[src/rtl/ext_dma_pkg.sv]
package ext_dma_pkg;

  localparam logic [2:0] MODE_SLAVE = 3'b000;
  localparam logic [2:0] MODE_HSK   = 3'b010;
  localparam logic [2:0] MODE_XHSK  = 3'b011;
  localparam logic [2:0] MODE_MAST  = 3'b100;
  localparam logic [2:0] MODE_PACE  = 3'b110;

  typedef struct packed {
    logic legal;
    logic slave;
    logic master;
    logic paced;
    logic hsk;
    logic xhsk;
  } mode_dec_t;

  typedef enum logic [1:0] {
    ST_IDLE = 2'd0,
    ST_WAIT = 2'd1,
    ST_GNT  = 2'd2,
    ST_BUS  = 2'd3
  } seq_st_e;

endpackage

[src/rtl/ext_dma_mode_dec.sv]
module ext_dma_mode_dec
  import ext_dma_pkg::*;
(
  input  logic [2:0] mode_bits_i,
  output mode_dec_t  dec_o
);

  always_comb begin
    dec_o = '0;
    unique case (mode_bits_i)
      MODE_SLAVE: begin dec_o.legal = 1'b1; dec_o.slave  = 1'b1; end
      MODE_HSK:   begin dec_o.legal = 1'b1; dec_o.hsk    = 1'b1; end
      MODE_XHSK:  begin dec_o.legal = 1'b1; dec_o.xhsk   = 1'b1; end
      MODE_MAST:  begin dec_o.legal = 1'b1; dec_o.master = 1'b1; end
      MODE_PACE:  begin dec_o.legal = 1'b1; dec_o.paced  = 1'b1; end
      default:    dec_o = '0;
    endcase
  end

endmodule

[src/rtl/ext_dma_req_sync.sv]
module ext_dma_req_sync #(
  parameter int SYNC_STAGES = 2
) (
  input  logic clk,
  input  logic rst_n,
  input  logic req_n_i,
  output logic req_lvl_o,
  output logic req_rise_o
);

  logic [SYNC_STAGES-1:0] sync_q, sync_d;
  logic                   lvl_dly_q;

  always_comb begin
    sync_d = {sync_q[SYNC_STAGES-2:0], ~req_n_i};
  end

  always_ff @(posedge clk or negedge rst_n) begin
    if (!rst_n) begin
      sync_q    <= '0;
      lvl_dly_q <= 1'b0;
    end else begin
      sync_q    <= sync_d;
      lvl_dly_q <= sync_q[SYNC_STAGES-1];
    end
  end

  assign req_lvl_o  = sync_q[SYNC_STAGES-1];
  assign req_rise_o = sync_q[SYNC_STAGES-1] & ~lvl_dly_q;

endmodule

[src/rtl/ext_dma_addr_gen.sv]
module ext_dma_addr_gen #(
  parameter int AW = 16,
  parameter int CW = 16
) (
  input  logic          clk,
  input  logic          rst_n,
  input  logic          load_i,
  input  logic [AW-1:0] ld_index_i,
  input  logic [AW-1:0] ld_mod_i,
  input  logic [CW-1:0] ld_count_i,
  input  logic          step_i,
  output logic [AW-1:0] index_o,
  output logic          last_o
);

  logic [AW-1:0] idx_q, idx_d, mod_q, mod_d;
  logic [CW-1:0] cnt_q, cnt_d;
  logic          upd_en;

  assign upd_en = load_i | step_i;

  always_comb begin
    idx_d = idx_q;
    mod_d = mod_q;
    cnt_d = cnt_q;
    if (load_i) begin
      idx_d = ld_index_i;
      mod_d = ld_mod_i;
      cnt_d = ld_count_i;
    end else if (step_i) begin
      idx_d = idx_q + mod_q;
      cnt_d = cnt_q - 1'b1;
    end
  end

  always_ff @(posedge clk or negedge rst_n) begin
    if (!rst_n) begin
      idx_q <= '0;
      mod_q <= '0;
      cnt_q <= '0;
    end else if (upd_en) begin
      idx_q <= idx_d;
      mod_q <= mod_d;
      cnt_q <= cnt_d;
    end
  end

  assign index_o = idx_q;
  assign last_o  = (cnt_q == {{(CW-1){1'b0}}, 1'b1});

  AST_STEP_ARITH: assert property (@(posedge clk) disable iff (!rst_n)
    (step_i && !load_i) |=> (cnt_q == $past(cnt_q) - 1'b1) &&
                            (idx_q == $past(idx_q) + $past(mod_q)));

  AST_NO_UNDERFLOW: assert property (@(posedge clk) disable iff (!rst_n)
    step_i |-> (cnt_q != '0));

endmodule

[src/rtl/ext_dma_seq.sv]
module ext_dma_seq
  import ext_dma_pkg::*;
(
  input  logic      clk,
  input  logic      rst_n,
  input  logic      load_i,
  input  mode_dec_t ld_dec_i,
  input  logic      ld_dir_i,
  input  logic      ld_cnt_zero_i,
  input  logic      req_lvl_i,
  input  logic      req_rise_i,
  input  logic      ack_i,
  input  logic      slave_acc_i,
  input  logic      last_i,
  output logic      step_o,
  output logic      bus_act_o,
  output logic      rd_n_o,
  output logic      wr_n_o,
  output logic      grant_n_o,
  output logic      busy_o,
  output logic      done_o,
  output logic      cfg_err_o
);

  seq_st_e   st_q, st_d;
  mode_dec_t mode_q, mode_d;
  logic      dir_q, dir_d;
  logic      err_q, err_d;
  logic      done_q, done_d;
  logic      step;

  always_comb begin
    st_d   = st_q;
    mode_d = mode_q;
    dir_d  = dir_q;
    err_d  = err_q;
    done_d = 1'b0;
    step   = 1'b0;
    if (load_i) begin
      mode_d = ld_dec_i;
      dir_d  = ld_dir_i;
      if (!ld_dec_i.legal) begin
        err_d = 1'b1;
        st_d  = ST_IDLE;
      end else if (ld_cnt_zero_i) begin
        st_d  = ST_IDLE;
      end else if (ld_dec_i.master) begin
        st_d  = ST_BUS;
      end else begin
        st_d  = ST_WAIT;
      end
    end else begin
      unique case (st_q)
        ST_WAIT: begin
          if (mode_q.slave) begin
            if (slave_acc_i) begin
              step = 1'b1;
              if (last_i) begin
                st_d   = ST_IDLE;
                done_d = 1'b1;
              end
            end
          end else if (mode_q.paced) begin
            if (req_lvl_i) st_d = ST_BUS;
          end else if (mode_q.hsk || mode_q.xhsk) begin
            if (req_rise_i) st_d = ST_GNT;
          end
        end
        ST_GNT: begin
          if (mode_q.hsk) begin
            step   = 1'b1;
            done_d = last_i;
            st_d   = last_i ? ST_IDLE : ST_WAIT;
          end else begin
            st_d = ST_BUS;
          end
        end
        ST_BUS: begin
          if (ack_i) begin
            step = 1'b1;
            if (last_i) begin
              st_d   = ST_IDLE;
              done_d = 1'b1;
            end else begin
              st_d = mode_q.master ? ST_BUS : ST_WAIT;
            end
          end
        end
        default: st_d = ST_IDLE;
      endcase
    end
  end

  always_ff @(posedge clk or negedge rst_n) begin
    if (!rst_n) begin
      st_q   <= ST_IDLE;
      mode_q <= '0;
      dir_q  <= 1'b0;
      err_q  <= 1'b0;
      done_q <= 1'b0;
    end else begin
      st_q   <= st_d;
      done_q <= done_d;
      err_q  <= err_d;
      if (load_i) begin
        mode_q <= mode_d;
        dir_q  <= dir_d;
      end
    end
  end

  assign step_o    = step;
  assign bus_act_o = (st_q == ST_BUS);
  assign rd_n_o    = ~(bus_act_o & ~dir_q);
  assign wr_n_o    = ~(bus_act_o &  dir_q);
  assign grant_n_o = ~(st_q == ST_GNT);
  assign busy_o    = (st_q != ST_IDLE);
  assign done_o    = done_q;
  assign cfg_err_o = err_q;

  AST_ERR_STICKY: assert property (@(posedge clk) disable iff (!rst_n)
    cfg_err_o |=> cfg_err_o);

  AST_RSV_IDLE: assert property (@(posedge clk) disable iff (!rst_n)
    (load_i && !ld_dec_i.legal) |=> !busy_o);

  AST_MASTER_NO_GRANT: assert property (@(posedge clk) disable iff (!rst_n)
    (mode_q.master || mode_q.paced) |-> grant_n_o);

  AST_PACE_HOLD: assert property (@(posedge clk) disable iff (!rst_n)
    (mode_q.paced && st_q == ST_WAIT && !req_lvl_i && !load_i) |=> (rd_n_o && wr_n_o));

  AST_GRANT_ONE_CYCLE: assert property (@(posedge clk) disable iff (!rst_n)
    (!grant_n_o && !load_i) |=> grant_n_o);

  AST_QUIET_STROBES: assert property (@(posedge clk) disable iff (!rst_n)
    (mode_q.slave || mode_q.hsk) |-> (rd_n_o && wr_n_o));

  AST_DONE_PULSE: assert property (@(posedge clk) disable iff (!rst_n)
    done_o |=> !done_o);

endmodule

[src/rtl/ext_dma_channel.sv]
module ext_dma_channel
  import ext_dma_pkg::*;
#(
  parameter int AW          = 16,
  parameter int CW          = 16,
  parameter int SYNC_STAGES = 2
) (
  input  logic          clk,
  input  logic          rst_n,
  input  logic          cfg_load_i,
  input  logic [2:0]    cfg_mode_i,
  input  logic          cfg_dir_i,
  input  logic [AW-1:0] cfg_index_i,
  input  logic [AW-1:0] cfg_modify_i,
  input  logic [CW-1:0] cfg_count_i,
  input  logic          req_n_i,
  input  logic          ack_i,
  input  logic          slave_acc_i,
  output logic [AW-1:0] addr_o,
  output logic          rd_n_o,
  output logic          wr_n_o,
  output logic          grant_n_o,
  output logic          busy_o,
  output logic          done_irq_o,
  output logic          cfg_err_o
);

  logic [1:0]    rst_sync_q;
  logic          rst_sn;
  mode_dec_t     ld_dec;
  logic          req_lvl, req_rise;
  logic          step, last, bus_act;
  logic [AW-1:0] index;
  logic          cnt_zero;

  always_ff @(posedge clk or negedge rst_n) begin
    if (!rst_n) rst_sync_q <= 2'b00;
    else        rst_sync_q <= {rst_sync_q[0], 1'b1};
  end
  assign rst_sn = rst_sync_q[1];

  assign cnt_zero = (cfg_count_i == '0);

  ext_dma_mode_dec u_dec (
    .mode_bits_i (cfg_mode_i),
    .dec_o       (ld_dec)
  );

  ext_dma_req_sync #(.SYNC_STAGES(SYNC_STAGES)) u_req (
    .clk        (clk),
    .rst_n      (rst_sn),
    .req_n_i    (req_n_i),
    .req_lvl_o  (req_lvl),
    .req_rise_o (req_rise)
  );

  ext_dma_addr_gen #(.AW(AW), .CW(CW)) u_addr (
    .clk        (clk),
    .rst_n      (rst_sn),
    .load_i     (cfg_load_i),
    .ld_index_i (cfg_index_i),
    .ld_mod_i   (cfg_modify_i),
    .ld_count_i (cfg_count_i),
    .step_i     (step),
    .index_o    (index),
    .last_o     (last)
  );

  ext_dma_seq u_seq (
    .clk           (clk),
    .rst_n         (rst_sn),
    .load_i        (cfg_load_i),
    .ld_dec_i      (ld_dec),
    .ld_dir_i      (cfg_dir_i),
    .ld_cnt_zero_i (cnt_zero),
    .req_lvl_i     (req_lvl),
    .req_rise_i    (req_rise),
    .ack_i         (ack_i),
    .slave_acc_i   (slave_acc_i),
    .last_i        (last),
    .step_o        (step),
    .bus_act_o     (bus_act),
    .rd_n_o        (rd_n_o),
    .wr_n_o        (wr_n_o),
    .grant_n_o     (grant_n_o),
    .busy_o        (busy_o),
    .done_o        (done_irq_o),
    .cfg_err_o     (cfg_err_o)
  );

  assign addr_o = bus_act ? index : '0;

  AST_STRB_EXCL: assert property (@(posedge clk) disable iff (!rst_sn)
    !(!rd_n_o && !wr_n_o));

  AST_ADDR_QUIET: assert property (@(posedge clk) disable iff (!rst_sn)
    (rd_n_o && wr_n_o) |-> (addr_o == '0));

endmodule

[config.mk]
export PLATFORM = sky130hd
export DESIGN_NAME = ext_dma_channel
export DESIGN_NICKNAME = d
export VERILOG_FILES = /design/src/rtl/ext_dma_pkg.sv /design/src/rtl/ext_dma_mode_dec.sv /design/src/rtl/ext_dma_req_sync.sv /design/src/rtl/ext_dma_addr_gen.sv /design/src/rtl/ext_dma_seq.sv /design/src/rtl/ext_dma_channel.sv
export SDC_FILE = /design/constraint.sdc
export NUM_CORES = 1
export LEC_CHECK = 0
export BUFFER_PORTS_ARGS = -buffer_cell sky130_fd_sc_hd__buf_2
export CAP_MARGIN = 20
export CELL_PAD_IN_SITES_DETAIL_PLACEMENT = 1
export CELL_PAD_IN_SITES_GLOBAL_PLACEMENT = 2
export CORE_MARGIN = 5
export CORE_UTILIZATION = 34
export CTS_BUF_LIST = sky130_fd_sc_hd__clkbuf_16
export CTS_CLUSTER_DIAMETER = 200
export DETAILED_ROUTE_END_ITERATION = 8
export GPL_TIMING_DRIVEN = 0
export PLACE_DENSITY_LB_ADDON = 0.1
export SLEW_MARGIN = 20
export SYNTH_ARGS = -nofsm -noshare
export SYNTH_HDL_FRONTEND = slang
export SYNTH_SLANG_ARGS = --single-unit
[constraint.sdc]
create_clock -name clk -period 2.2 [get_ports clk]
set_input_delay 0.22 -clock clk [delete_from_list [all_inputs] [get_ports clk]]
set_output_delay 0.22 -clock clk [all_outputs]
set_load 0.02 [all_outputs]
== Word level (Yosys, flattened, before mapping) ==
Index checks and enable logic that the tools add are counted.
Storage, ports and cells
  register bits after elaboration: 63
  bits of input ports: 58
  output and inout port bits: 22
  word-level logic and storage cells: 93
Cells by class
  add/sub/neg operators: 2
  equal/unequal tests: 14
  mux-type cells: 41
  bitwise logic cells: 11
  reductions and logical operators: 10
Operators with widths (count)
  two-way mux 16 bit: 5
  two-way mux 2 bit: 15
  two-way mux 1 bit: 18
  adder 16 bit: 1
  equality test 16 x 1 -> 1 bit, second input constant: 1
  logical NOT 16 bit: 1
  subtractor 16 x 1 -> 16 bit, second input constant: 1
  NOT 1 bit: 7
  equality test 3 x 2 -> 1 bit, second input constant: 2
  equality test 3 bit, second input constant: 2
  one-hot mux 1 bit (3 select lines): 2
  one-hot mux 2 bit (3 select lines): 1
  AND reduction 2 bit: 3
  AND reduction 6 bit: 1
  != test 5 x 2 -> 1 bit, second input constant: 1
  != test 5 x 3 -> 1 bit, second input constant: 1
  != test 5 x 4 -> 1 bit, second input constant: 1
  OR reduction 5 bit: 1
  equality test 2 bit, second input constant: 2
  != test 4 x 3 -> 1 bit, second input constant: 1
  != test 4 bit, second input constant: 1
  nonzero test 2 bit: 2
  bitwise AND 1 bit: 3
  logical NOT 3 bit: 1
  4 further kinds: 4

== Longest topological paths before layout ==
Gate-level depths: netlist (run 1).
  depth after elaboration: 8
  gate-level depth with buffers: 9
  gate-level depth less buffers: 8

== By module ==
Synthesis (run 1) repeated with hierarchy kept, for this count alone.
Unflattened totals
  cell total of the unflattened synthesis: 382
  area total of the unflattened synthesis: 3748.6 um^2
By module, submodules not included
  ext_dma_addr_gen: times used 1, cells each 288, area each 2877.8 um^2, sequential area each 1201.2 um^2
  ext_dma_seq: times used 1, cells each 56, area each 545.5 um^2, sequential area each 250.2 um^2
  ext_dma_channel: times used 1, cells each 25, area each 192.7 um^2, sequential area each 50.0 um^2
  ext_dma_req_sync: times used 1, cells each 5, area each 92.6 um^2, sequential area each 75.1 um^2
  ext_dma_mode_dec: times used 1, cells each 8, area each 40.0 um^2, sequential area each 0.0 um^2

== Least setup slack after synthesis (run 1) ==
Ideal clock, no wire load.
  path type: reg2reg
  start: reg u_addr.idx_q[0], in the netlist u_addr.index_o[0]
  end: reg u_addr.idx_q[8], in the netlist u_addr.index_o[8]
  setup time: 0.101 ns
  arrival time: 2.102 ns
  data required time: 2.099 ns
  path slack: -0.003 ns
  stages on the path, launching flop included: 9
  buffers on the path: 0
  period minus slack after synthesis: 2.203 ns
  path through: dfrtp_1 -> ha_1 -> fa_1 -> a21oi_1 -> o211a_1 -> o21bai_1 -> a21o_1 -> and4b_1 -> nor4_1
Between the ends
  cells in the longest elaborated chain, start to end: 3
RTL lines
  start, declared: RTL line ext_dma_addr_gen.sv:16  | logic [AW-1:0] idx_q, idx_d, mod_q, mod_d;
  start signal, assigned: RTL line ext_dma_addr_gen.sv:42  | idx_q <= idx_d;
  adder 16 bit: RTL line ext_dma_addr_gen.sv:31  | idx_d = idx_q + mod_q;
  two-way mux 16 bit: RTL line ext_dma_addr_gen.sv:30  | end else if (step_i) begin
  two-way mux 16 bit: RTL line ext_dma_addr_gen.sv:26  | if (load_i) begin
Every way passes these cells. The select of a mux whose other input is x is not followed.
A chain may end at the register's enable or synchronous reset.

== Worst setup path in the final report (run 1) ==
  start: reg u_addr.mod_q[0]
  end: reg u_addr.idx_q[14], in the netlist u_addr.index_o[14]
Between the ends
  cells in the longest elaborated chain, start to end: 3
RTL lines
  start, declared: RTL line ext_dma_addr_gen.sv:16
  start signal, assigned: RTL line ext_dma_addr_gen.sv:43  | mod_q <= mod_d;
  adder 16 bit: RTL line ext_dma_addr_gen.sv:31
  two-way mux 16 bit: RTL line ext_dma_addr_gen.sv:30
  two-way mux 16 bit: RTL line ext_dma_addr_gen.sv:26
Every way passes these cells. The select of a mux whose other input is x is not followed.

==> flow_metrics.py, run 1 <==
metrics = {
    "outcome": {
        "run_status": "complete, no violations",
    },
    "power_and_ir_drop": {
        "power_density_mw_per_mm2": 960,
        "sw_frac_of_total_pct": 37.9,
        "seqPwrFrac_pct": 30.5,
        "clkPwrFrac_pct": 28.0,
        "max-vdd-ir-drop_uv": 391,
        "p_int_mw": 3.06,
        "p_leak_nw": 2.27,
        "total_power_mw": 4.92,
        "comb_power_share_pct": 41.5,
        "switchingPower_mw": 1.87,
    },
    "cells_and_area": {
        "area_growth_pct": 30.9,
        "n_fill_cell": 1322,
        "nNetsFinal": 584,
        "final_cells": 656,
        "diodes": 0,
        "seq_area_mm2": 0.00158,
        "drive_gt1_share_pct": 35.3,
        "multi_input_area_mm2": 0.00240,
        "finish.utilization_pct": 45.1,
        "final_area_mm2": 0.00513,
    },
    "placement": {
        "port_buffers": 79,
        "dpl_cell_area_mm2": 0.00453,
        "gp_congestion": 0.818,
        "preCtsSetupSlack_ns": -0.195,
        "dp_hpwl_um": 8850,
        "dp_cells": 629,
    },
    "detailed_routing": {
        "vias": 3474,
        "wl_um": 12200,
        "wl_per_cell_um": 18.6,
        "drt_iter0_drc": 109,
        "avgViaCountPerCell": 5.30,
        "final_antenna_net_count": 0,
        "drtPass1Iterations": 4,
        "drc": 0,
    },
    "clock_network": {
        "worstSkewPairLatency_ns": 0.33,
        "numCtsBuffers": 9,
        "clockBufferDepth": 2,
        "tritoncts": "built",
        "cts_root_buffer": "clkbuf_16",
        "clock-sinks": 63,
        "h-tree-depth": 3,
        "clk_pin_slew_ns": 0.06,
    },
    "floorplan": {
        "io_pins": 80,
        "rows": 39,
        "initial_core_util_pct": 34.5,
        "dieArea_mm2": 0.0138,
        "core_mm2": 0.0114,
        "fp.dieH_um": 117,
        "fp.dieW_um": 117,
    },
    "synth": {
        "yosys-top-cells-area": "dfrtp_1, mux2_2, ha_1",
        "syn_inst": 406,
        "async_reset_ff_share_pct": 100,
        "synth_most_common_cell": "dfrtp_1",
        "syn_area_per_cell_um2": 9.65,
        "synth_top_area_share_pct": 40.2,
        "ys_warn_count": 0,
        "synth-edff-count": 0,
        "synth_ff_type": "dfrtp_1",
        "ys_ff_latch": 63,
        "synth_area_leader_cell": "dfrtp_1",
        "ys_seq_area_share_pct": 40.2,
        "synthesis.nets": 482,
        "ys_types": 64,
        "synth_common_cells": "dfrtp_1, nand2_1, o21ai_0, a21oi_1, mux2_2",
        "synth_area_mm2": 0.00392,
    },
    "sta": {
        "tns_ns": 0,
        "rsz0062_at_grt": "yes",
        "period_share_pct": 98.8,
        "clock.fmax_ghz": 0.460,
        "skew_ns": 0.00993,
        "hold_viol": 0,
        "worst_pin_slew_ns": 0.738,
        "maxSlewHeadroom_pct": 50.8,
        "fin_ws_ns": 0.0273,
        "whs_ns": 0.0330,
        "setup_violations": 0,
        "final_max_slew_viol_count": 0,
        "fin_crit_ns": 2.17,
    },
    "global_routing": {
        "grt_usage_pct": 18.0,
        "grt_max_degree": 49,
        "grt_pass1_vias": 3822,
        "grt_pass1_wl_um": 20000,
        "antenna_found_initial": 0,
        "gr-total-overflow": 0,
    },
    "flow_run": {
        "cap_violations": 0,
    },
    "worst_hold_path": {
        "min-delay-path-class": "in -> reg",
    },
    "setup_path": {
        "r2r_setup_slack_ns": 0.03,
        "cpPeakStageDelay_ns": 0.41,
        "critPathTopFamily": "compound AO/OA/AOI/OAI gates",
        "slowest_stage": "dfrtp_1",
        "required_ns": 2.45,
        "worstPathCellList": "ha_4, fa_2, a21oi_2, o211a_1, buf_4, nor4_2, o31a_1, o31a_1, mux2i_1",
        "start_kind": "register",
        "crit_type": "reg -> reg",
        "cp_data_arrival_time_ns": 2.42,
        "end_kind": "register",
        "crit_buf_inv": 1,
        "path_max_fanout": 4,
        "crit_top_cell": "o31a_1",
    },
}
registers in the layout, indices dropped and copies added (netlist names):
signal / count
rst_sync_q: 2
u_addr.cnt_q: 16
u_addr.index_o: 16
u_addr.mod_q: 16
u_req.lvl_dly_q: 1
u_req.sync_q: 2
u_seq.cfg_err_o: 1
u_seq.dir_q: 1
u_seq.done_o: 1
u_seq.mode_q: 5
u_seq.st_q: 2
cell usage in the layout (no fill, tap or decap), drive strengths merged, types with 5 or more instances in the layout:
cell type  Yosys  final
a211oi         6      6
a21o           6      6
a21oi         22     22
and3          17     17
buf            9     99
clkbuf        11     20
dfrtp         63     63
ha            17     17
inv           17     19
mux2          23     23
nand2         33     33
nor2          20     20
nor2b          8      8
nor3          14     14
nor4          14     14
o211ai         5      5
o21ai         34     34
or3            7      7
xnor2         12     12
xor2           8      8
power groups by stage:
stage               registers (mW)  logic, mW  clock network [mW]
finish                        1.50       2.04                1.38
global route                  1.53       2.24                1.46
floorplan                     1.46       1.25                   0
CTS                           1.49       1.91                1.42
global placement              1.51       1.72                   0
detailed placement            1.50       1.77                   0
cells by family after synthesis:
kind of cell	share of synthesized area (%)
adders and majority gates	5.94
buffers and inverters	4.44
DFF	40.2
other	0.0957
AOI/OAI and AO/OA	16.3
muxes	7.73
and+or+nand+nor	20.8
xor gates and xnor gates	4.47
per-layer routing:
metal	vias up	part of all wire, %	GRT usage, %
met5	-	0	0
met4	0	1.3	4.57
met1	1708	45	22.7
met2	66	50	30.9
met3	14	4.1	4.14
li1	1686	-	-
path summary, 6_finish.rpt:
| path | cells after the start | from | to |
|---|---|---|---|
| max | 9 | u_addr.mod_q[0] | u_addr.index_o[14] |
| min | 2 | req_n_i | u_req.sync_q[0] |
| max reg2reg | 9 | u_addr.mod_q[0] | u_addr.index_o[14] |
| min reg2reg | 0 | rst_sync_q[1] | u_seq.mode_q[2] |
| max in group asynchronous | 1 | rst_sync_q[1] | u_addr.mod_q[2] |
| min in group asynchronous | 0 | rst_sync_q[1] | u_seq.mode_q[2] |
what timing repair did:
| action | 4_1_cts | 5_1_grt |
|---|---|---|
| gates resized for setup | 20 | 21 |
| endpoints found under the hold margin | 2 | 0 |
| setup endpoints to repair | 10 | 13 |
| hold buffers | 1 | 0 |
| pin swaps | 10 | 14 |
| buffers inserted | 7 | 4 |
area by class of cell:
class                   instances  area share [%]
repair buffers                 92            10.1
well taps                     143            3.49
plain buffers                  20            2.12
clock buffers                   9            4.39
clock inverters                 7            1.10
flip-flops and latches         63            30.8
inverters                      17            1.24
multi-input cells             305            46.8
(Power assumes the default switching activity.)
==> run 2: changes to the inputs <==
--- a/config.mk
+++ b/config.mk
@@ -15,7 +15,7 @@
 export CTS_CLUSTER_DIAMETER = 200
 export DETAILED_ROUTE_END_ITERATION = 8
 export GPL_TIMING_DRIVEN = 0
-export PLACE_DENSITY_LB_ADDON = 0.1
+export PLACE_DENSITY_LB_ADDON = 0.08
 export SLEW_MARGIN = 20
 export SYNTH_ARGS = -nofsm -noshare
 export SYNTH_HDL_FRONTEND = slang
==> flow_metrics.py, run 2 (synthesis results as in run 1) <==
metrics = {
    "outcome": {
        "run_status": "complete, no violations",
    },
    "clock_network": {
        "tritoncts": "built",
        "h-tree-depth": 3,
        "clk_pin_slew_ns": 0.06,
        "worstSkewPairLatency_ns": 0.34,
        "numCtsBuffers": 9,
        "clockBufferDepth": 2,
        "clock-sinks": 63,
        "cts_root_buffer": "clkbuf_16",
    },
    "cells_and_area": {
        "n_fill_cell": 1338,
        "nNetsFinal": 590,
        "finish.utilization_pct": 46.3,
        "area_growth_pct": 34.5,
        "drive_gt1_share_pct": 37.6,
        "layout.cells.most_common": "buf_2",
        "final_area_mm2": 0.00527,
        "diodes": 0,
        "most-common-layout-cells": "buf_2, dfrtp_1, nand2_1",
    },
    "sta": {
        "final_max_slew_viol_count": 0,
        "tns_ns": 0,
        "worst_pin_slew_ns": 0.704,
        "fin_crit_ns": 2.18,
        "period_share_pct": 99.3,
        "clock.fmax_ghz": 0.458,
        "skew_ns": 0.00643,
        "maxSlewHeadroom_pct": 53.1,
        "hold_viol": 0,
        "rsz0062_at_grt": "yes",
        "fin_ws_ns": 0.0162,
        "whs_ns": 0.0215,
        "setup_violations": 0,
    },
    "detailed_routing": {
        "drt_iter0_drc": 124,
        "routed.top_layer": "met4",
        "wl_met3_um": 474,
        "vias": 3527,
        "final_antenna_net_count": 0,
        "wl_met2_um": 6180,
        "avgViaCountPerCell": 5.33,
        "m1WireLength_um": 5730,
        "wl_um": 12600,
        "drc": 0,
        "drtPass1Iterations": 4,
        "wl_per_cell_um": 19.0,
    },
    "global_routing": {
        "grt_pass1_vias": 3796,
        "gr-total-overflow": 0,
        "antenna_found_initial": 0,
        "grt_pass1_wl_um": 20500,
        "grt_usage_pct": 18.6,
        "grt_max_degree": 47,
    },
    "floorplan": {
        "io_pins": 80,
        "fp.dieH_um": 117,
        "core_mm2": 0.0114,
        "fp.dieW_um": 117,
        "rows": 39,
        "dieArea_mm2": 0.0138,
        "initial_core_util_pct": 34.5,
    },
    "setup_path": {
        "end_kind": "register",
        "crit_type": "reg -> reg",
        "path_max_fanout": 3,
        "r2r_setup_slack_ns": 0.02,
        "required_ns": 2.42,
        "cp_data_arrival_time_ns": 2.41,
        "start_kind": "register",
    },
    "power_and_ir_drop": {
        "comb_power_share_pct": 42.9,
        "p_int_mw": 3.13,
        "power_density_mw_per_mm2": 966,
        "max-vdd-ir-drop_uv": 408,
        "clkPwrFrac_pct": 27.4,
        "sw_frac_of_total_pct": 38.5,
        "p_leak_nw": 2.29,
        "seqPwrFrac_pct": 29.7,
        "switchingPower_mw": 1.96,
    },
    "placement": {
        "preCtsSetupSlack_ns": -0.311,
        "dp_hpwl_um": 9010,
        "dpl_cell_area_mm2": 0.00453,
        "gp_congestion": 0.790,
        "port_buffers": 79,
    },
    "flow_run": {
        "cap_violations": 0,
    },
    "worst_hold_path": {
        "min-delay-path-class": "in -> reg",
    },
}
[run 2: per-layer routing]
metal,vias to the layer above,GRT usage (%)
li1,1698,-
met1,1751,23.8
met2,62,30.9
met3,16,4.76
met4,0,5.00
met5,-,0
[run 2: power groups by stage]
stage	Combinational (mW)	Clock (mW)	Sequential, mW
floorplan	1.25	0	1.46
finish	2.18	1.39	1.51
global route	2.38	1.48	1.54
CTS	1.94	1.42	1.49
detailed placement	1.79	0	1.51
global placement	1.73	0	1.51
[run 2: worst paths after layout]
check,start,depth (start not counted),endpoint
min reg2reg,rst_sync_q[1],0,u_seq.mode_q[2]
max,u_addr.cnt_q[6],6,u_seq.st_q[1]
min,req_n_i,2,u_req.sync_q[0]
max reg2reg,u_addr.cnt_q[6],6,u_seq.st_q[1]
max in group asynchronous,rst_sync_q[1],1,u_addr.index_o[1]
min in group asynchronous,rst_n,2,rst_sync_q[0]
[run 2: area by class of cell]
cell class / instances / area (um^2) / area share [%]
Clock inverter: 7 / 55.1 / 1.05
Buffer: 20 / 109 / 2.07
Timing Repair Buffer: 98 / 564 / 10.7
Sequential cell: 63 / 1580 / 30.0
Tap cell: 143 / 179 / 3.40
Clock buffer: 9 / 225 / 4.28
Multi-Input combinational cell: 305 / 2490 / 47.3
Inverter: 17 / 63.8 / 1.21
[run 2: through the flow]
stage	std cells	total power, mW
global placement	628	3.24
detailed placement	629	3.29
CTS	652	4.86
floorplan	406	2.71
finish	662	5.09
global route	662	5.40
[run 2: critical path: stages (launching register included)]
cell and delay (ns):
dfrtp_1 0.38, or4_4 0.56, nor4_4 0.24, nand4_4 0.19, o211ai_1 0.23, a21o_2 0.18, mux2_4 0.29
[run 2: timing repair]
| action | CTS | global route |
|---|---|---|
| buffers inserted | 7 | 10 |
| pin swaps | 12 | 21 |
| setup endpoints to repair | 13 | 16 |
| hold buffers | 1 | 0 |
| endpoints found under the hold margin | 2 | 0 |
| resized for setup | 24 | 33 |
